## src/rtl/wdt_pkg.sv

```systemverilog
package wdt_pkg;
  typedef enum logic [1:0] {
    TB_EXT       = 2'd0,
    TB_INT_LONG  = 2'd1,
    TB_INT_SHORT = 2'd2
  } tbase_e;

  function automatic tbase_e decode_mode(input logic ext, input logic lng);
    if (ext)      return TB_EXT;
    else if (lng) return TB_INT_LONG;
    else          return TB_INT_SHORT;
  endfunction
endpackage

```

## src/rtl/wdt_sync_edge.sv

```systemverilog
module wdt_sync_edge (
  input  logic clk,
  input  logic rst_n,
  input  logic din,
  input  logic en,
  output logic edge_o
);
  logic s1_q, s2_q, d_q;

  always_ff @(posedge clk or negedge rst_n) begin
    if (!rst_n) begin
      s1_q <= 1'b0;
      s2_q <= 1'b0;
      d_q  <= 1'b0;
    end else begin
      s1_q <= din;
      s2_q <= s1_q;
      d_q  <= s2_q;
    end
  end

  assign edge_o = (s2_q ^ d_q) & en;
endmodule

```

## src/rtl/wdt_rst_timer.sv

```systemverilog
module wdt_rst_timer #(
  parameter int RST_TICKS = 512,
  localparam int RW = $clog2(RST_TICKS + 1)
) (
  input  logic clk,
  input  logic rst_n,
  input  logic tick,
  input  logic hold,
  input  logic start,
  output logic active
);
  logic          act_q, act_d;
  logic [RW-1:0] cnt_q, cnt_d;

  always_comb begin
    act_d = act_q;
    cnt_d = cnt_q;
    if (hold || start) begin
      act_d = 1'b1;
      cnt_d = '0;
    end else if (act_q && tick) begin
      if (cnt_q == RW'(RST_TICKS - 1)) begin
        act_d = 1'b0;
        cnt_d = '0;
      end else begin
        cnt_d = cnt_q + 1'b1;
      end
    end
  end

  always_ff @(posedge clk or negedge rst_n) begin
    if (!rst_n) begin
      act_q <= 1'b1;
      cnt_q <= '0;
    end else begin
      act_q <= act_d;
      cnt_q <= cnt_d;
    end
  end

  assign active = act_q;
endmodule

```

## src/rtl/wdt_dog.sv

```systemverilog
module wdt_dog #(
  parameter int CW = 15
) (
  input  logic          clk,
  input  logic          rst_n,
  input  logic          tick,
  input  logic          supply_ok,
  input  logic          rst_act,
  input  logic          kick_edge,
  input  logic [CW-1:0] lim_post,
  input  logic [CW-1:0] lim_norm,
  output logic          timeout,
  output logic          wd_ok,
  output logic [CW-1:0] count_o
);
  logic [CW-1:0] cnt_q, cnt_d;
  logic          post_q, post_d;
  logic          ok_q, ok_d;
  logic [CW-1:0] lim;

  assign lim     = post_q ? lim_post : lim_norm;
  assign timeout = supply_ok && !rst_act && !kick_edge && tick &&
                   (cnt_q == lim - CW'(1));

  always_comb begin
    cnt_d  = cnt_q;
    post_d = post_q;
    if (!supply_ok || rst_act) begin
      cnt_d  = '0;
      post_d = 1'b1;
    end else if (kick_edge) begin
      cnt_d  = '0;
      post_d = 1'b0;
    end else if (tick) begin
      cnt_d = timeout ? '0 : cnt_q + 1'b1;
    end

    ok_d = ok_q;
    if (!supply_ok)     ok_d = 1'b1;
    else if (timeout)   ok_d = 1'b0;
    else if (kick_edge) ok_d = 1'b1;
  end

  always_ff @(posedge clk or negedge rst_n) begin
    if (!rst_n) begin
      cnt_q  <= '0;
      post_q <= 1'b1;
      ok_q   <= 1'b1;
    end else begin
      cnt_q  <= cnt_d;
      post_q <= post_d;
      ok_q   <= ok_d;
    end
  end

  assign wd_ok   = ok_q;
  assign count_o = cnt_q;
endmodule

```

## src/rtl/wdt_supervisor.sv

```systemverilog
module wdt_supervisor #(
  parameter int RST_TICKS = 512,
  parameter int EXT_NORM  = 1024,
  parameter int EXT_POST  = 4096,
  parameter int INT_LONG  = 16384,
  parameter int INT_SHORT = 1024,
  localparam int MAXW = (INT_LONG > EXT_POST) ? INT_LONG : EXT_POST,
  localparam int CW   = $clog2(MAXW + 1)
) (
  input  logic clk,
  input  logic arst_n,
  input  logic tick_en,
  input  logic supply_ok,
  input  logic kick_in,
  input  logic ext_base,
  input  logic long_sel,
  output logic sys_rst_n,
  output logic wd_ok
);
  import wdt_pkg::*;

  logic [1:0]    rsync_q;
  logic          rst_n;
  tbase_e        mode_q, mode_d;
  logic [CW-1:0] lim_post, lim_norm;
  logic          kick_edge, timeout, rst_act;
  logic [CW-1:0] wd_cnt;

  always_ff @(posedge clk or negedge arst_n) begin
    if (!arst_n) rsync_q <= 2'b00;
    else         rsync_q <= {rsync_q[0], 1'b1};
  end
  assign rst_n = rsync_q[1];

  always_comb begin
    mode_d = mode_q;
    if (supply_ok) mode_d = decode_mode(ext_base, long_sel);
  end

  always_ff @(posedge clk or negedge rst_n) begin
    if (!rst_n) mode_q <= TB_INT_LONG;
    else        mode_q <= mode_d;
  end

  always_comb begin
    unique case (mode_q)
      TB_EXT:       begin lim_post = CW'(EXT_POST); lim_norm = CW'(EXT_NORM);  end
      TB_INT_SHORT: begin lim_post = CW'(INT_LONG); lim_norm = CW'(INT_SHORT); end
      default:      begin lim_post = CW'(INT_LONG); lim_norm = CW'(INT_LONG);  end
    endcase
  end

  wdt_sync_edge u_kick (
    .clk(clk), .rst_n(rst_n), .din(kick_in), .en(supply_ok), .edge_o(kick_edge)
  );

  wdt_rst_timer #(.RST_TICKS(RST_TICKS)) u_rst (
    .clk(clk), .rst_n(rst_n), .tick(tick_en), .hold(!supply_ok),
    .start(timeout), .active(rst_act)
  );

  wdt_dog #(.CW(CW)) u_dog (
    .clk(clk), .rst_n(rst_n), .tick(tick_en), .supply_ok(supply_ok),
    .rst_act(rst_act), .kick_edge(kick_edge), .lim_post(lim_post),
    .lim_norm(lim_norm), .timeout(timeout), .wd_ok(wd_ok), .count_o(wd_cnt)
  );

  assign sys_rst_n = !rst_act;
endmodule

```

## config.mk

```make
export PLATFORM = sky130hd
export DESIGN_NAME = wdt_supervisor
export DESIGN_NICKNAME = d
export VERILOG_FILES = /design/src/rtl/wdt_pkg.sv /design/src/rtl/wdt_sync_edge.sv /design/src/rtl/wdt_rst_timer.sv /design/src/rtl/wdt_dog.sv /design/src/rtl/wdt_supervisor.sv
export SDC_FILE = /design/constraint.sdc
export NUM_CORES = 1
export LEC_CHECK = 0
export BUFFER_PORTS_ARGS = -buffer_cell sky130_fd_sc_hd__buf_2
export CAP_MARGIN = 20
export CORE_MARGIN = 2
export CORE_UTILIZATION = 48
export DETAILED_ROUTE_END_ITERATION = 7
export PLACE_DENSITY = 0.65
export SYNTH_ARGS = -nofsm -noshare
export SYNTH_HDL_FRONTEND = slang
export SYNTH_SLANG_ARGS = --single-unit
```

## constraint.sdc

```tcl
create_clock -name clk -period 2.2 [get_ports clk]
set_clock_uncertainty 0.2 [all_clocks]
set_input_delay 0.44 -clock clk [delete_from_list [all_inputs] [get_ports clk]]
set_output_delay 0.44 -clock clk [all_outputs]
set_load 0.005 [all_outputs]
```

==> summary.md <==
| Metric | Value |
|---|---|
| Predominant post-synthesis flop cell | dfrtp_1 |
| Routed WL | 3.751 mm |
| Post-synth top area cell | dfrtp_1 |
| TritonCTS clock tree | yes |
| I/O pins | 9 |
| Reg-to-reg startpoint | u_dog.count_o[0] |
| Initial antenna violation count | 0 |
| DR vias | 1493 |
| FMAX | 466.7 MHz |
| Critical Path Start Type | flop |
| Status | finished clean |
| Crit end category | flop |
| Clock Tree Buf Depth | 2 |
| Placer congestion estimate | 0.9389 |
| Worst EP required | 2.17 ns |
| Syn Nets | 194 |
| Core Region | 3633 sq um |
| Measured slew at the worst slew-check pin | 0.5541 ns |
| WL per Instance | 14.77 microns |
| Worst Path Max Fanout | 8 |
| Post-DRT Antenna Nets | 0 |
| Maximum vdd ir drop | 0.0004469 V |
| CTS Sinks | 35 |
| PortBufs | 8 |
| Setup violators final | 0 |
| Worst hold path cell count | 1 |
| Total global routing overflow | 0 |
| EDFF count, synth | 0 |
| CP Cell Sequence | ha_1 -> and4_1 -> nand4_1 -> o41ai_4 -> buf_4 -> o21ai_1 |
| Final Net Count | 214 |
| WHS | 0.06036 ns |
| Total power | 1.172 mW |
| Post-CTS Resized | 0 |
| Worst R2R Setup Slack | 0.06 ns |
| Row count | 22 |
| # fillers | 355 |
| Number of H-tree levels | 2 |
| Post-DP HPWL | 2.647 mm |
| Die ar. | 4243 sq um |
| Post-layout min period | 2.143 ns |
| Gr usage total | 20.13% |
| Proportion of layout cells with a drive suffix above 1 | 16.50% |
| Critical path data arrival time | 2.11 ns |
| Avg Synthesized Cell Area | 9.698 sq um |
| Fin Setup TNS | 0 ns |
| Die width | 65.14 microns |
| Worst hold path type | input port to flop |
| Clock Latency Late Sink | 0.29 ns |
| Cell area after layout | 2043 sq um |
| Final period utilization | 97.39% |
| Worst-path clk slew | 0.07 ns |
| Vias in the first global route | 1520 |
| Count leader, synth | dfrtp_1 |
| Mapped cell area | 1794 sq um |
| Yosys warns | 0 |
| Hold Path End | u_kick.s1_q |
| Multi-input gate area | 867.1 sq um |
| Post-synth top cells | dfrtp_1, nand2_1, nand3_1 |
| ANT cells | 0 |
| Area contributors post-synth | dfrtp_1, dfstp_2, nand3_1 |
| Relative slew slack | 62.72% |
| Root buffer cell | clkbuf_8 |
| Async set or reset register ratio after synthesis | 100.0% |
| Largest net degree at the start of global routing | 31 |
| Critical path type | flop to flop |
| CP max stage delay | 0.40 ns |
| Drt drc | 0 |
| Endpoints failing hold | 0 |
| Area post-placement | 1916 sq um |
| Initial Util | 49.38% |
| Total CTS buffers | 5 |
| CP max-delay cell | dfrtp_1 |
| Mapped Cells | 185 |
| Static Leak | 0.8098 nW |
| Global-route wire length before repair | 6.541 mm |
| Die Y-Extent | 65.14 microns |
| Worst Reg-to-Reg Cells | 6 |
| Synth top area share | 43.24% |
| Slew Limit Fails | 0 |
| Max-cap violations | 0 |
| Worst R2R End | u_rst.cnt_q[1] |
| Area Overhead vs Synth | 13.88% |
| Hold_sp | kick_in |
| Iteration-0 DRC Markers | 119 |
| Share of the yosys chip area belonging to registers | 49.09% |
| Post-synth cell types | 44 |
| Seq. cell area | 880.8 sq um |
| Via density | 5.878 |
| Power per Cell Area | 573.6 nW/um^2 |
| DRT Pass-1 Iters | 4 |
| Synth Register Bits | 35 |
## metrics by stage
step                std cells  setup slack (ns)  util (%)
global route              254          -0.01407     56.23
global placement          241            0.1245     52.72
floorplan                 185            0.1396         -
finish                    254           0.05738     56.23
CTS                       251           0.04940     55.61
detailed placement        241           0.07265     52.72
## metal layers
| layer | vias up | global-route usage, % | routed length, microns |
|---|---|---|---|
| met5 | - | 0 | 0 |
| met4 | 0 | 9.115 | 51 |
| met3 | 5 | 4.110 | 186 |
| met2 | 51 | 32.99 | 1790 |
| met1 | 719 | 25.81 | 1723 |
| li1 | 718 | - | - |
## critical path, delay by kind of cell (launching register included)
kind | cells | cell delay, ns
and+or+nand+nor | 2 | 0.53
AOI/OAI and AO/OA | 2 | 0.45
DFF | 1 | 0.40
adders and majority gates | 1 | 0.23
buffers and inverters | 1 | 0.20
## layout by cell type (no fill, tap or decap), types with 6 or more instances in the layout
cell type / n
dfrtp_1: 31
nand2_1: 18
nand3_1: 14
nor3_1: 12
nand4_1: 10
nor2_1: 9
buf_4: 9
xnor2_1: 8
buf_2: 8
inv_1: 6
xor2_1: 6
nor4_1: 6
## power by group
| group | internal [mW] | switching, mW |
|---|---|---|
| sequential | 0.656 | 0.00879 |
| clock | 0.221 | 0.224 |
| combinational | 0.0220 | 0.0412 |
## registers in the layout (all words and copies together), names as in the netlist
register	flops
u_dog.wd_ok	1
u_kick.d_q	1
u_rst.active	1
u_kick.s1_q	1
u_kick.s2_q	1
u_rst.cnt_q	10
u_dog.post_q	1
mode_q	2
rsync_q	2
u_dog.count_o	15
## logic make-up (layout without fill, tap and decap cells)
logic type | count (synthesis) | count (layout) | share of synthesized area (%)
flops | 35 | 35 | 49.09
mux | 2 | 2 | 1.185
xor+xnor | 14 | 14 | 6.834
simple gates | 90 | 90 | 26.92
other cells | 1 | 1 | 0.2090
compound gates | 29 | 29 | 11.79
fa+ha+maj | 2 | 2 | 1.394
buf+inv | 12 | 33 | 2.579
## cell type report
| class | count | area share [%] |
|---|---|---|
| multi-input cells | 138 | 42.44 |
| flip-flops and latches | 35 | 43.11 |
| clock buffers | 6 | 3.552 |
| well taps | 48 | 2.939 |
| inverters | 6 | 1.102 |
| repair buffers | 19 | 6.246 |
| clock inverters | 2 | 0.6124 |
## worst max path at each step
stage,depth (start not counted),slack [ns],startpoint,end
2_1_floorplan,4,0.14,u_dog.count_o[10],u_rst.cnt_q[9]
3_3_place_gp,4,0.12,u_dog.count_o[10],u_rst.cnt_q[1]
3_5_place_dp,4,0.07,u_dog.count_o[10],u_rst.cnt_q[1]
4_1_cts,5,0.05,u_dog.count_o[0],u_rst.cnt_q[1]
5_1_grt,6,-0.01,u_dog.count_o[0],u_rst.cnt_q[1]
6_report,6,0.06,u_dog.count_o[0],u_rst.cnt_q[1]
## timing repair
| item | CTS | global route |
|---|---|---|
| hold buffers | 2 | 0 |
| setup endpoints to repair | 0 | 9 |
| endpoints found under the hold margin | 5 | 0 |
| setup buffers | 0 | 3 |
No activity file was read; power rests on OpenSTA's default activity.
